--- src/rtl/gsync_pkg.sv ---
package gsync_pkg;
  localparam int GSYNC_BIT = 31;
  localparam int WAIT_BIT  = 27;
  localparam int DMA_OFS   = 8;
  localparam int MAX_SEQ   = 8;

  typedef enum logic [1:0] {
    REG_ACT  = 2'd0,
    REG_INIT = 2'd1,
    REG_OVR  = 2'd2
  } reg_sel_e;

  function automatic logic [31:0] pack_act(input logic [MAX_SEQ-1:0] en,
                                           input logic [MAX_SEQ-1:0] dma);
    logic [31:0] r;
    r = '0;
    r[MAX_SEQ-1:0] = en;
    r[DMA_OFS +: MAX_SEQ] = dma;
    return r;
  endfunction

  function automatic logic [31:0] pack_init(input logic [MAX_SEQ-1:0] armed,
                                            input logic hold,
                                            input logic gsync);
    logic [31:0] r;
    r = '0;
    r[MAX_SEQ-1:0] = armed;
    r[WAIT_BIT] = hold;
    r[GSYNC_BIT] = gsync;
    return r;
  endfunction
endpackage

--- src/rtl/gsync_seq_slot.sv ---
module gsync_seq_slot (
  input  logic clk,
  input  logic rst_n,
  input  logic en_q,
  input  logic en_d,
  input  logic cont,
  input  logic imm_start,
  input  logic arm_set,
  input  logic rel_i,
  input  logic done,
  input  logic ovr_clr,
  output logic armed_q,
  output logic pulse_q,
  output logic busy_q,
  output logic ovr_q
);
  logic held_fire;
  logic cont_fire;
  logic req;
  logic ovr_hit;

  assign held_fire = rel_i & armed_q & en_d;
  assign cont_fire = cont & en_d & ~busy_q;
  assign req       = imm_start | held_fire | cont_fire;
  assign ovr_hit   = req & busy_q & ~done;

  always_ff @(posedge clk) begin
    if (!rst_n) begin
      armed_q <= 1'b0;
      pulse_q <= 1'b0;
      busy_q  <= 1'b0;
      ovr_q   <= 1'b0;
    end else begin
      armed_q <= en_d & ((armed_q & ~rel_i) | arm_set);
      pulse_q <= req;
      busy_q  <= req | (busy_q & ~done);
      ovr_q   <= ovr_hit | (ovr_q & ~ovr_clr);
    end
  end


  start_en_chk: assert property (@(posedge clk) disable iff (!rst_n)
    pulse_q |-> en_q);

  held_clear_chk: assert property (@(posedge clk) disable iff (!rst_n)
    !en_q |-> !armed_q);

  busy_with_pulse_chk: assert property (@(posedge clk) disable iff (!rst_n)
    pulse_q |-> busy_q);

  busy_drop_chk: assert property (@(posedge clk) disable iff (!rst_n)
    $fell(busy_q) |-> $past(done));

  ovr_rise_chk: assert property (@(posedge clk) disable iff (!rst_n)
    $rose(ovr_q) |-> $past(busy_q));
endmodule

--- src/rtl/gsync_module.sv ---
module gsync_module
  import gsync_pkg::*;
#(
  parameter int NS = 4
) (
  input  logic          clk,
  input  logic          rst_n,
  input  logic          wr_hit,
  input  logic [1:0]    wr_reg,
  input  logic [NS-1:0] wr_start,
  input  logic [NS-1:0] wr_dma,
  input  logic          wr_wait,
  input  logic          wr_gs,
  input  logic [NS-1:0] cont,
  input  logic [NS-1:0] done,
  input  logic          rel_in,
  output logic          gs_flag,
  output logic [31:0]   act_rd,
  output logic [31:0]   init_rd,
  output logic [31:0]   ovr_rd,
  output logic [NS-1:0] pulse,
  output logic [NS-1:0] busy,
  output logic          mod_busy
);
  logic [NS-1:0] en_q, en_d, dma_q, armed, ovr, imm, arm, ovr_clr;
  logic act_wr, init_wr, ovr_wr, hold, wait_q, gs_q, rel;
  logic [MAX_SEQ-1:0] en8, dma8, armed8, ovr8;

  assign act_wr  = wr_hit && (wr_reg == REG_ACT);
  assign init_wr = wr_hit && (wr_reg == REG_INIT);
  assign ovr_wr  = wr_hit && (wr_reg == REG_OVR);
  assign hold    = wr_wait | wr_gs;
  assign en_d    = act_wr ? wr_start : en_q;
  assign imm     = (init_wr && !hold) ? (wr_start & en_q) : '0;
  assign arm     = (init_wr && hold)  ? (wr_start & en_q) : '0;
  assign ovr_clr = ovr_wr ? wr_start : '0;
  assign rel     = rel_in & (wait_q | gs_q);

  always_ff @(posedge clk) begin
    if (!rst_n) begin
      en_q   <= '0;
      dma_q  <= '0;
      wait_q <= 1'b0;
      gs_q   <= 1'b0;
    end else begin
      en_q   <= en_d;
      if (act_wr) dma_q <= wr_dma;
      wait_q <= (init_wr & wr_wait) | (wait_q & ~rel);
      gs_q   <= (init_wr & wr_gs)   | (gs_q & ~rel);
    end
  end

  for (genvar n = 0; n < NS; n++) begin : g_slot
    gsync_seq_slot u_slot (
      .clk      (clk),
      .rst_n    (rst_n),
      .en_q     (en_q[n]),
      .en_d     (en_d[n]),
      .cont     (cont[n]),
      .imm_start(imm[n]),
      .arm_set  (arm[n]),
      .rel_i    (rel),
      .done     (done[n]),
      .ovr_clr  (ovr_clr[n]),
      .armed_q  (armed[n]),
      .pulse_q  (pulse[n]),
      .busy_q   (busy[n]),
      .ovr_q    (ovr[n])
    );
  end

  always_comb begin
    en8 = '0;  en8[NS-1:0] = en_q;
    dma8 = '0; dma8[NS-1:0] = dma_q;
    armed8 = '0; armed8[NS-1:0] = armed;
    ovr8 = '0; ovr8[NS-1:0] = ovr;
  end

  assign act_rd   = pack_act(en8, dma8);
  assign init_rd  = pack_init(armed8, wait_q, gs_q);
  assign ovr_rd   = {{(32-MAX_SEQ){1'b0}}, ovr8};
  assign gs_flag  = gs_q;
  assign mod_busy = |busy;


  rel_clear_chk: assert property (@(posedge clk) disable iff (!rst_n)
    (rel && !init_wr) |=> (!wait_q && !gs_q && armed == '0));

  hold_no_pulse_chk: assert property (@(posedge clk) disable iff (!rst_n)
    (init_wr && hold && !rel && cont == '0 && imm == '0) |=> (pulse == '0));
endmodule

--- src/rtl/gsync_release.sv ---
module gsync_release #(
  parameter int NM = 2
) (
  input  logic          clk,
  input  logic          rst_n,
  input  logic [NM-1:0] gs_flags,
  output logic          rel_q
);
  logic any_gs;
  assign any_gs = |gs_flags;

  always_ff @(posedge clk) begin
    if (!rst_n) rel_q <= 1'b0;
    else        rel_q <= any_gs & ~rel_q;
  end


  rel_pulse_chk: assert property (@(posedge clk) disable iff (!rst_n)
    rel_q |=> !rel_q);

  rel_src_chk: assert property (@(posedge clk) disable iff (!rst_n)
    rel_q |-> $past(any_gs));
endmodule

--- src/rtl/gsync_trig_ctrl.sv ---
module gsync_trig_ctrl
  import gsync_pkg::*;
#(
  parameter int NM = 2,
  parameter int NS = 4,
  localparam int NV = NM * NS,
  localparam int MW = (NM > 1) ? $clog2(NM) : 1
) (
  input  logic          clk,
  input  logic          rst_n,
  input  logic          wr_en,
  input  logic [MW-1:0] wr_mod,
  input  logic [1:0]    wr_reg,
  input  logic [31:0]   wr_data,
  input  logic [MW-1:0] rd_mod,
  input  logic [1:0]    rd_reg,
  output logic [31:0]   rd_data,
  input  logic [NV-1:0] cont_mode,
  input  logic [NV-1:0] seq_done,
  output logic [NV-1:0] start_pulse,
  output logic [NV-1:0] seq_busy,
  output logic [NM-1:0] mod_busy
);
  logic [NM-1:0] gs_flags;
  logic          rel_q;
  logic [31:0]   act_rd  [NM];
  logic [31:0]   init_rd [NM];
  logic [31:0]   ovr_rd  [NM];
  logic          unused_bits;

  assign unused_bits = ^wr_data;

  gsync_release #(.NM(NM)) u_rel (
    .clk     (clk),
    .rst_n   (rst_n),
    .gs_flags(gs_flags),
    .rel_q   (rel_q)
  );

  for (genvar m = 0; m < NM; m++) begin : g_mod
    gsync_module #(.NS(NS)) u_mod (
      .clk     (clk),
      .rst_n   (rst_n),
      .wr_hit  (wr_en && (wr_mod == MW'(m))),
      .wr_reg  (wr_reg),
      .wr_start(wr_data[NS-1:0]),
      .wr_dma  (wr_data[DMA_OFS +: NS]),
      .wr_wait (wr_data[WAIT_BIT]),
      .wr_gs   (wr_data[GSYNC_BIT]),
      .cont    (cont_mode[m*NS +: NS]),
      .done    (seq_done[m*NS +: NS]),
      .rel_in  (rel_q),
      .gs_flag (gs_flags[m]),
      .act_rd  (act_rd[m]),
      .init_rd (init_rd[m]),
      .ovr_rd  (ovr_rd[m]),
      .pulse   (start_pulse[m*NS +: NS]),
      .busy    (seq_busy[m*NS +: NS]),
      .mod_busy(mod_busy[m])
    );
  end

  always_comb begin
    rd_data = '0;
    for (int m = 0; m < NM; m++) begin
      if (rd_mod == MW'(m)) begin
        case (rd_reg)
          REG_ACT:  rd_data = act_rd[m];
          REG_INIT: rd_data = init_rd[m];
          REG_OVR:  rd_data = ovr_rd[m];
          default:  rd_data = '0;
        endcase
      end
    end
  end


  mod_busy_chk: assert property (@(posedge clk) disable iff (!rst_n)
    (seq_busy == '0) |-> (mod_busy == '0));
endmodule

--- config.mk ---
export PLATFORM = sky130hd
export DESIGN_NAME = gsync_trig_ctrl
export DESIGN_NICKNAME = d
export VERILOG_FILES = /design/src/rtl/gsync_pkg.sv /design/src/rtl/gsync_seq_slot.sv /design/src/rtl/gsync_module.sv /design/src/rtl/gsync_release.sv /design/src/rtl/gsync_trig_ctrl.sv
export SDC_FILE = /design/constraint.sdc
export NUM_CORES = 1
export LEC_CHECK = 0
export CAP_MARGIN = 40
export CORE_MARGIN = 2
export CORE_UTILIZATION = 40
export CTS_BUF_LIST = sky130_fd_sc_hd__clkbuf_16
export DETAILED_ROUTE_END_ITERATION = 12
export DONT_BUFFER_PORTS = 1
export GPL_TIMING_DRIVEN = 0
export MAX_ROUTING_LAYER = met4
export RECOVER_POWER = 25
export SLEW_MARGIN = 20
export SYNTH_ARGS = -nofsm -noshare
export SYNTH_HDL_FRONTEND = slang
export SYNTH_SLANG_ARGS = --single-unit
--- constraint.sdc ---
create_clock -name clk -period 2.1 [get_ports clk]
set_input_delay 0.105 -clock clk [delete_from_list [all_inputs] [get_ports clk]]
set_output_delay 0.105 -clock clk [all_outputs]
set_load 0.005 [all_outputs]
==> metrics, run 1 <==
largest net degree at the start of global routing 16; Util after Layout 0.472; number of synthesized flops with an enable pin 0; Max-Cap Viols 0; CTS tree done; syn_area_per_cell about 8.5 um^2; Reg area approximately 0.0011 mm^2; RSZ-0062 raised after global routing false; cell mode on critical path clkbuf_1; Post-CTS Setup Repair Bufs 0; # H-tree levels 2; first-pass GRT wire length 12,300 um; total global-route track usage 0.193; most common cell in the netlist dfxtp_1; DRT iter0 DRCs a little under 90; Slowest-stage cell, CP clkbuf_1; DP HPWL 5830 um; synth warn 0; Async S/R FF share, synth 0; worst endpoint required time about 2.3 ns; Total Neg Setup Slack 0 ns; CTS buffer count 5; final hold vios 0; Port Buffers 0; clock latency on the worst-skew pair approximately 0.29 ns; Cell variety after synth 48; Relative slew margins 0.558; # fillers between 700 and 800; starting density of the core 0.414; die area between 0.008 and 0.009 mm^2; largest area contributor in the netlist dfxtp_1; Placed Cells 473; Fmax slightly below 0.6 GHz; critical path launch point type input pin; Layout Cells excl Fill approximately 500; multi-input logic area roughly 0.0017 mm^2; Setup crit end kind register; crit path cell chain clkbuf_1 > and4bb_1 > clkbuf_1 > mux2i_1 > a21oi_1 > o31a_1; Critical Path Fanout Max 9; final worst slack ~0.38 ns; gpl congestion roughly 0.87; peak supply drop approximately 300 uV; # diodes 0; min Tclk post-route approximately 1.7 ns; routed via count ~2,600; vertical die dimension 90.9 um; Worst Path Arrival approximately 1.9 ns; pre-CTS setup slack between 0.3 and 0.4 ns; Post-Synthesis Cells 353; root buffer selected by CTS clkbuf_16; kind of critical path in -> reg; clk_skew roughly 0.0032 ns; NumNets Final between 400 and 500; synth top area cells dfxtp_1 35%, buf_4 10%, nor2b_1 6.4%, mux2i_1 5.0%, nand2_1 4.9%; number of remaining DRC errors 0; sequential-to-total area share from yosys stat 0.352; layout cells sized above 1 0.149; clock transition at the registers of the reported paths approximately 0.07 ns; # IOs approximately 110; Tightest Pin Transition about 0.66 ns; FF+latch count, synth 53; DR vias/cell 5.30; status finished clean; top_reg_cell synth dfxtp_1; final period utilization 0.818; Mapped Area 0.00302 mm^2; Bufs on Longest Clock Path 2; core area 0.00729 mm^2; vias in the first global route roughly 2,500; clock sink count 53; pwr/cell area ~630 mW/mm^2; area growth from synthesis to layout 14.0%; leakage ~1.3 nW; HP Class in -> reg; DR WL/cell about 16 um; drt first pass iters 4; GRT overflow 0; # setup viols final 0; most instantiated cells after synthesis 53 x dfxtp_1, 40 x buf_4, 39 x nand2_1; initial antenna violation count 0; total power between 2 and 2.5 mW; max-slew violations 0; post-synth top area share 0.352; row count 31; largest stage delay on the critical path between 0.4 and 0.5 ns; final antenna-violating net count 0; DIE WIDTH roughly 90 um; Routed Wire Length between 7000 and 8000 um
## report_power, final
group          total (mW)  internal, mW  switching (mW)
Clock               0.923         0.555           0.368
Combinational       0.208        0.0952           0.113
Sequential           1.03          1.02          0.0113
Total                2.16          1.67           0.493
## per-layer routing
| metal | global-route usage | wire (um) | share of wire |
|---|---|---|---|
| met1 | 0.228 | 3520 | 0.45 |
| met2 | 0.304 | 3520 | 0.45 |
| met3 | 0.0626 | 545 | 0.070 |
| met4 | 0.0758 | 159 | 0.021 |
| met5 | - | 0 | 0 |
## final timing paths
check / start / endpoint / slack, ns / cells past startpoint
max: wr_mod / g_mod[1].u_mod.g_slot[1].u_slot.busy_q / 0.38 / 6
max reg2reg: u_rel.rel_q / g_mod[1].u_mod.g_slot[3].u_slot.armed_q / 0.64 / 4
min reg2reg: g_mod[0].u_mod.dma_q[1] / g_mod[0].u_mod.dma_q[1] / 0.46 / 2
min: wr_data[0] / g_mod[0].u_mod.en_q[0] / 0.01 / 2
## area by class of cell
cell class / count / share of cell area
multi-input cells: 261 / 0.481
flip-flops and latches: 53 / 0.308
plain buffers: 58 / 0.107
clock buffers: 5 / 0.0364
well taps: 99 / 0.0360
repair buffers: 6 / 0.0175
clock inverters: 3 / 0.0109
inverters: 2 / 0.00218
## layout by cell type (no fill, tap or decap), drive strengths merged, types with 2 or more instances in the layout
cell type,synthesis,routed
and3,2,2
a21oi,17,17
dlygate4sd3,0,6
buf,43,26
o22ai,4,4
and4,5,5
nand2b,7,7
a21boi,12,12
a32oi,10,10
nand4,3,3
o21ai,7,7
inv,2,3
conb,1,22
mux2i,15,15
nor2b,34,34
nor3b,2,2
or4,2,2
and2,4,4
nor2,18,18
nor4b,2,2
nand2,39,39
nor3,2,2
o211a,3,3
o211ai,7,7
clkbuf,15,37
o21bai,5,5
a211oi,3,3
o31a,6,6
a31o,5,5
nand3,4,4
a221oi,4,4
dfxtp,53,53
o21a,10,10
## per-stage QoR
step / cell area [um^2] / hold slack (ns)
floorplan: 3100 / 0.250
global placement: 3220 / 0.254
detailed placement: 3220 / 0.260
CTS: 3440 / 0.00482
global route: 3440 / 0.0227
finish: 3440 / 0.0116
## kinds of logic after synthesis
group / synth area share
and+or+nand+nor: 0.241
AOI/OAI and AO/OA: 0.231
buffers and inverters: 0.126
DFF: 0.352
muxes: 0.0497
other: 0.00124
## sequential cells by signal (all words and copies together) (netlist names)
signal                             cells
g_mod.u_mod.gs_flag                    2
g_mod.u_mod.g_slot.u_slot.ovr_q        8
g_mod.u_mod.g_slot.u_slot.pulse_q      8
g_mod.u_mod.en_q                       8
g_mod.u_mod.g_slot.u_slot.armed_q      8
g_mod.u_mod.dma_q                      8
g_mod.u_mod.g_slot.u_slot.busy_q       8
g_mod.u_mod.wait_q                     2
u_rel.rel_q                            1
## worst max-delay path: cells and delay by family
kind	cells	cell delay, ns
buf+inv	2	0.79
compound gates	2	0.37
mux	1	0.37
simple gates	1	0.25
## what timing repair did
item / in CTS / in global routing
gates resized for setup: 0 / 0
hold endpoints to repair: 12 / 0
hold buffers: 6 / 0
Power figures use the tool's default switching activity.
==> run 2, diff against run 1 <==
clock period = 1.7 ns   (was 2.1 ns; I/O delays follow)
==> run 2 against run 1 <==
Against the previous run: register-to-register slack worse by 0.37 ns; cell area up 0.51%; clock skew up 0.00090 ns; wire length up 1.3%; global-route usage up 0.14 points; via count up 0.54%; critical path depth down 1; worst hold slack worse by 0.0033 ns; die area unchanged; largest power group unchanged; combinational power up 26%.
==> metrics, run 2 (synthesized netlist as in run 1, its figures left out) <==
DIE WIDTH a little over 90 um; leakage between 1 and 1.5 nW; Util after Layout 0.474; # IOs between 100 and 150; Bufs on Longest Clock Path 2; DR vias/cell between 5 and 6; row count 31; most frequent cells in the layout 53 x dfxtp_1, 39 x nand2_1, 31 x nor2b_1, 24 x buf_4, 22 x conb_1; NumNets Final ~450; clock sink count 53; wire length on met1 between 3000 and 4000 um; worst endpoint required time roughly 1.9 ns; Routed Wire Length 7840 um; peak supply drop approximately 370 uV; kind of critical path in -> reg; vias in the first global route 2,526; final hold vios 0; Max-Cap Viols 0; met3 WL 557 um; initial antenna violation count 0; number of remaining DRC errors 0; # setup viols final 0; HP Class in -> reg; vertical die dimension about 91 um; Setup crit end kind register; Critical Path Fanout Max 9; R2R cell count 4; largest stage delay on the critical path about 0.63 ns; # diodes 0; Port Buffers 0; Slowest-stage cell, CP nor4b_4; Tightest Pin Transition between 0.6 and 0.7 ns; gpl congestion slightly below 0.9; clock latency on the worst-skew pair a little under 0.3 ns; crit path cell chain clkbuf_1 > nor4b_4 > mux2i_1 > a21oi_2 > o31a_1; pre-CTS setup slack -0.0541 ns; DP HPWL 5830 um; RSZ-0062 raised after global routing false; Relative slew margins 0.560; final worst slack 0.173 ns; Placed Area 0.00322 mm^2; # fillers ~740; drt first pass iters 4; min-delay src wr_data[2]; clk_skew approximately 0.0041 ns; routed via count about 2,600; hold depth 2; core area approximately 0.0073 mm^2; most common cell after layout, fill and taps aside dfxtp_1; Total Neg Setup Slack 0 ns; starting density of the core 0.414; critical path launch point type input pin; Worst Path Arrival roughly 1.7 ns; hold_ws ~0.0083 ns; post-route cell area between 0.003 and 0.004 mm^2; met2 wire len between 3000 and 4000 um; final period utilization 0.899; total global-route track usage 0.194; area growth from synthesis to layout 14.6%; min Tclk post-route about 1.5 ns; layout cells sized above 1 0.152; pwr/cell area around 770 mW/mm^2; final antenna-violating net count 0; highest routed layer met4; Critical R2R Launch u_rel.rel_q; FF-to-FF End g_mod[1].u_mod.g_slot[3].u_slot.armed_q; first-pass GRT wire length 12,300 um; root buffer selected by CTS clkbuf_16; GRT overflow 0; Fmax 0.655 GHz; largest net degree at the start of global routing 16; DRT iter0 DRCs 95; clock transition at the registers of the reported paths 0.07 ns; CTS buffer count 5; # H-tree levels 2; worst hold endpoint g_mod[1].u_mod.g_slot[2].u_slot.armed_q; CTS tree done; max-slew violations 0; status finished clean; DR WL/cell between 15 and 20 um; die area approximately 0.0083 mm^2; R2R Setup Slk ~0.27 ns
## run 2: cell count changes in the layout (fill, tap and decap cells not counted)
cell,previous run,this run
buf_1,1,0
dlygate4sd3_1,6,8
buf_2,1,2
clkbuf_1,16,15
## run 2: layer usage
metal,up-vias,global-route usage
met2,80,0.303
li1,1268,-
met1,1238,0.234
met3,8,0.0593
met4,0,0.0783
met5,-,-
## run 2: layout make-up
| cell class | instances | area, um^2 | area share |
|---|---|---|---|
| buffer | 57 | 367 | 0.106 |
| clock buffer | 5 | 125 | 0.0362 |
| clock inverter | 3 | 37.5 | 0.0109 |
| inverter | 2 | 7.51 | 0.00217 |
| multi-input combinational | 261 | 1660 | 0.479 |
| sequential | 53 | 1060 | 0.307 |
| tap | 99 | 124 | 0.0358 |
| timing repair buffer | 8 | 80.1 | 0.0232 |
## run 2: worst max-delay path by stage
stage	startpoint	endpoint	slack, ns	cells past startpoint
3_5_place_dp	wr_mod	g_mod[0].u_mod.g_slot[3].u_slot.busy_q	-0.05	5
2_1_floorplan	wr_mod	g_mod[0].u_mod.g_slot[1].u_slot.busy_q	0.23	5
6_report	wr_mod	g_mod[0].u_mod.g_slot[3].u_slot.busy_q	0.17	5
5_1_grt	g_mod[1].u_mod.en_q[3]	rd_data[3]	0.04	4
3_3_place_gp	wr_mod	g_mod[0].u_mod.g_slot[1].u_slot.busy_q	-0.05	5
4_1_cts	rd_reg[1]	rd_data[0]	0.06	6
## run 2: power breakdown
group	internal [mW]	switching, mW
clock network	0.686	0.452
logic	0.121	0.142
registers	1.26	0.0140
total	2.06	0.608
## run 2: timing repair
item,in CTS,in global routing
buffers inserted,0,0
endpoints found under the hold margin,14,0
setup endpoints to repair,0,2
gates resized for setup,0,0
hold buffers,8,0
## run 2: worst max-delay path, delay by kind of cell
kind / cells / cell delay (ns)
AO/OA/AOI/OAI: 2 / 0.36
buffers and inverters: 1 / 0.21
AND/OR/NAND/NOR: 1 / 0.63
multiplexers: 1 / 0.42
## run 2: per-stage QoR
step	total power [mW]	instances
floorplan	1.49	374
global placement	1.54	473
detailed placement	1.54	473
CTS	2.70	489
global route	2.77	488
finish	2.67	488
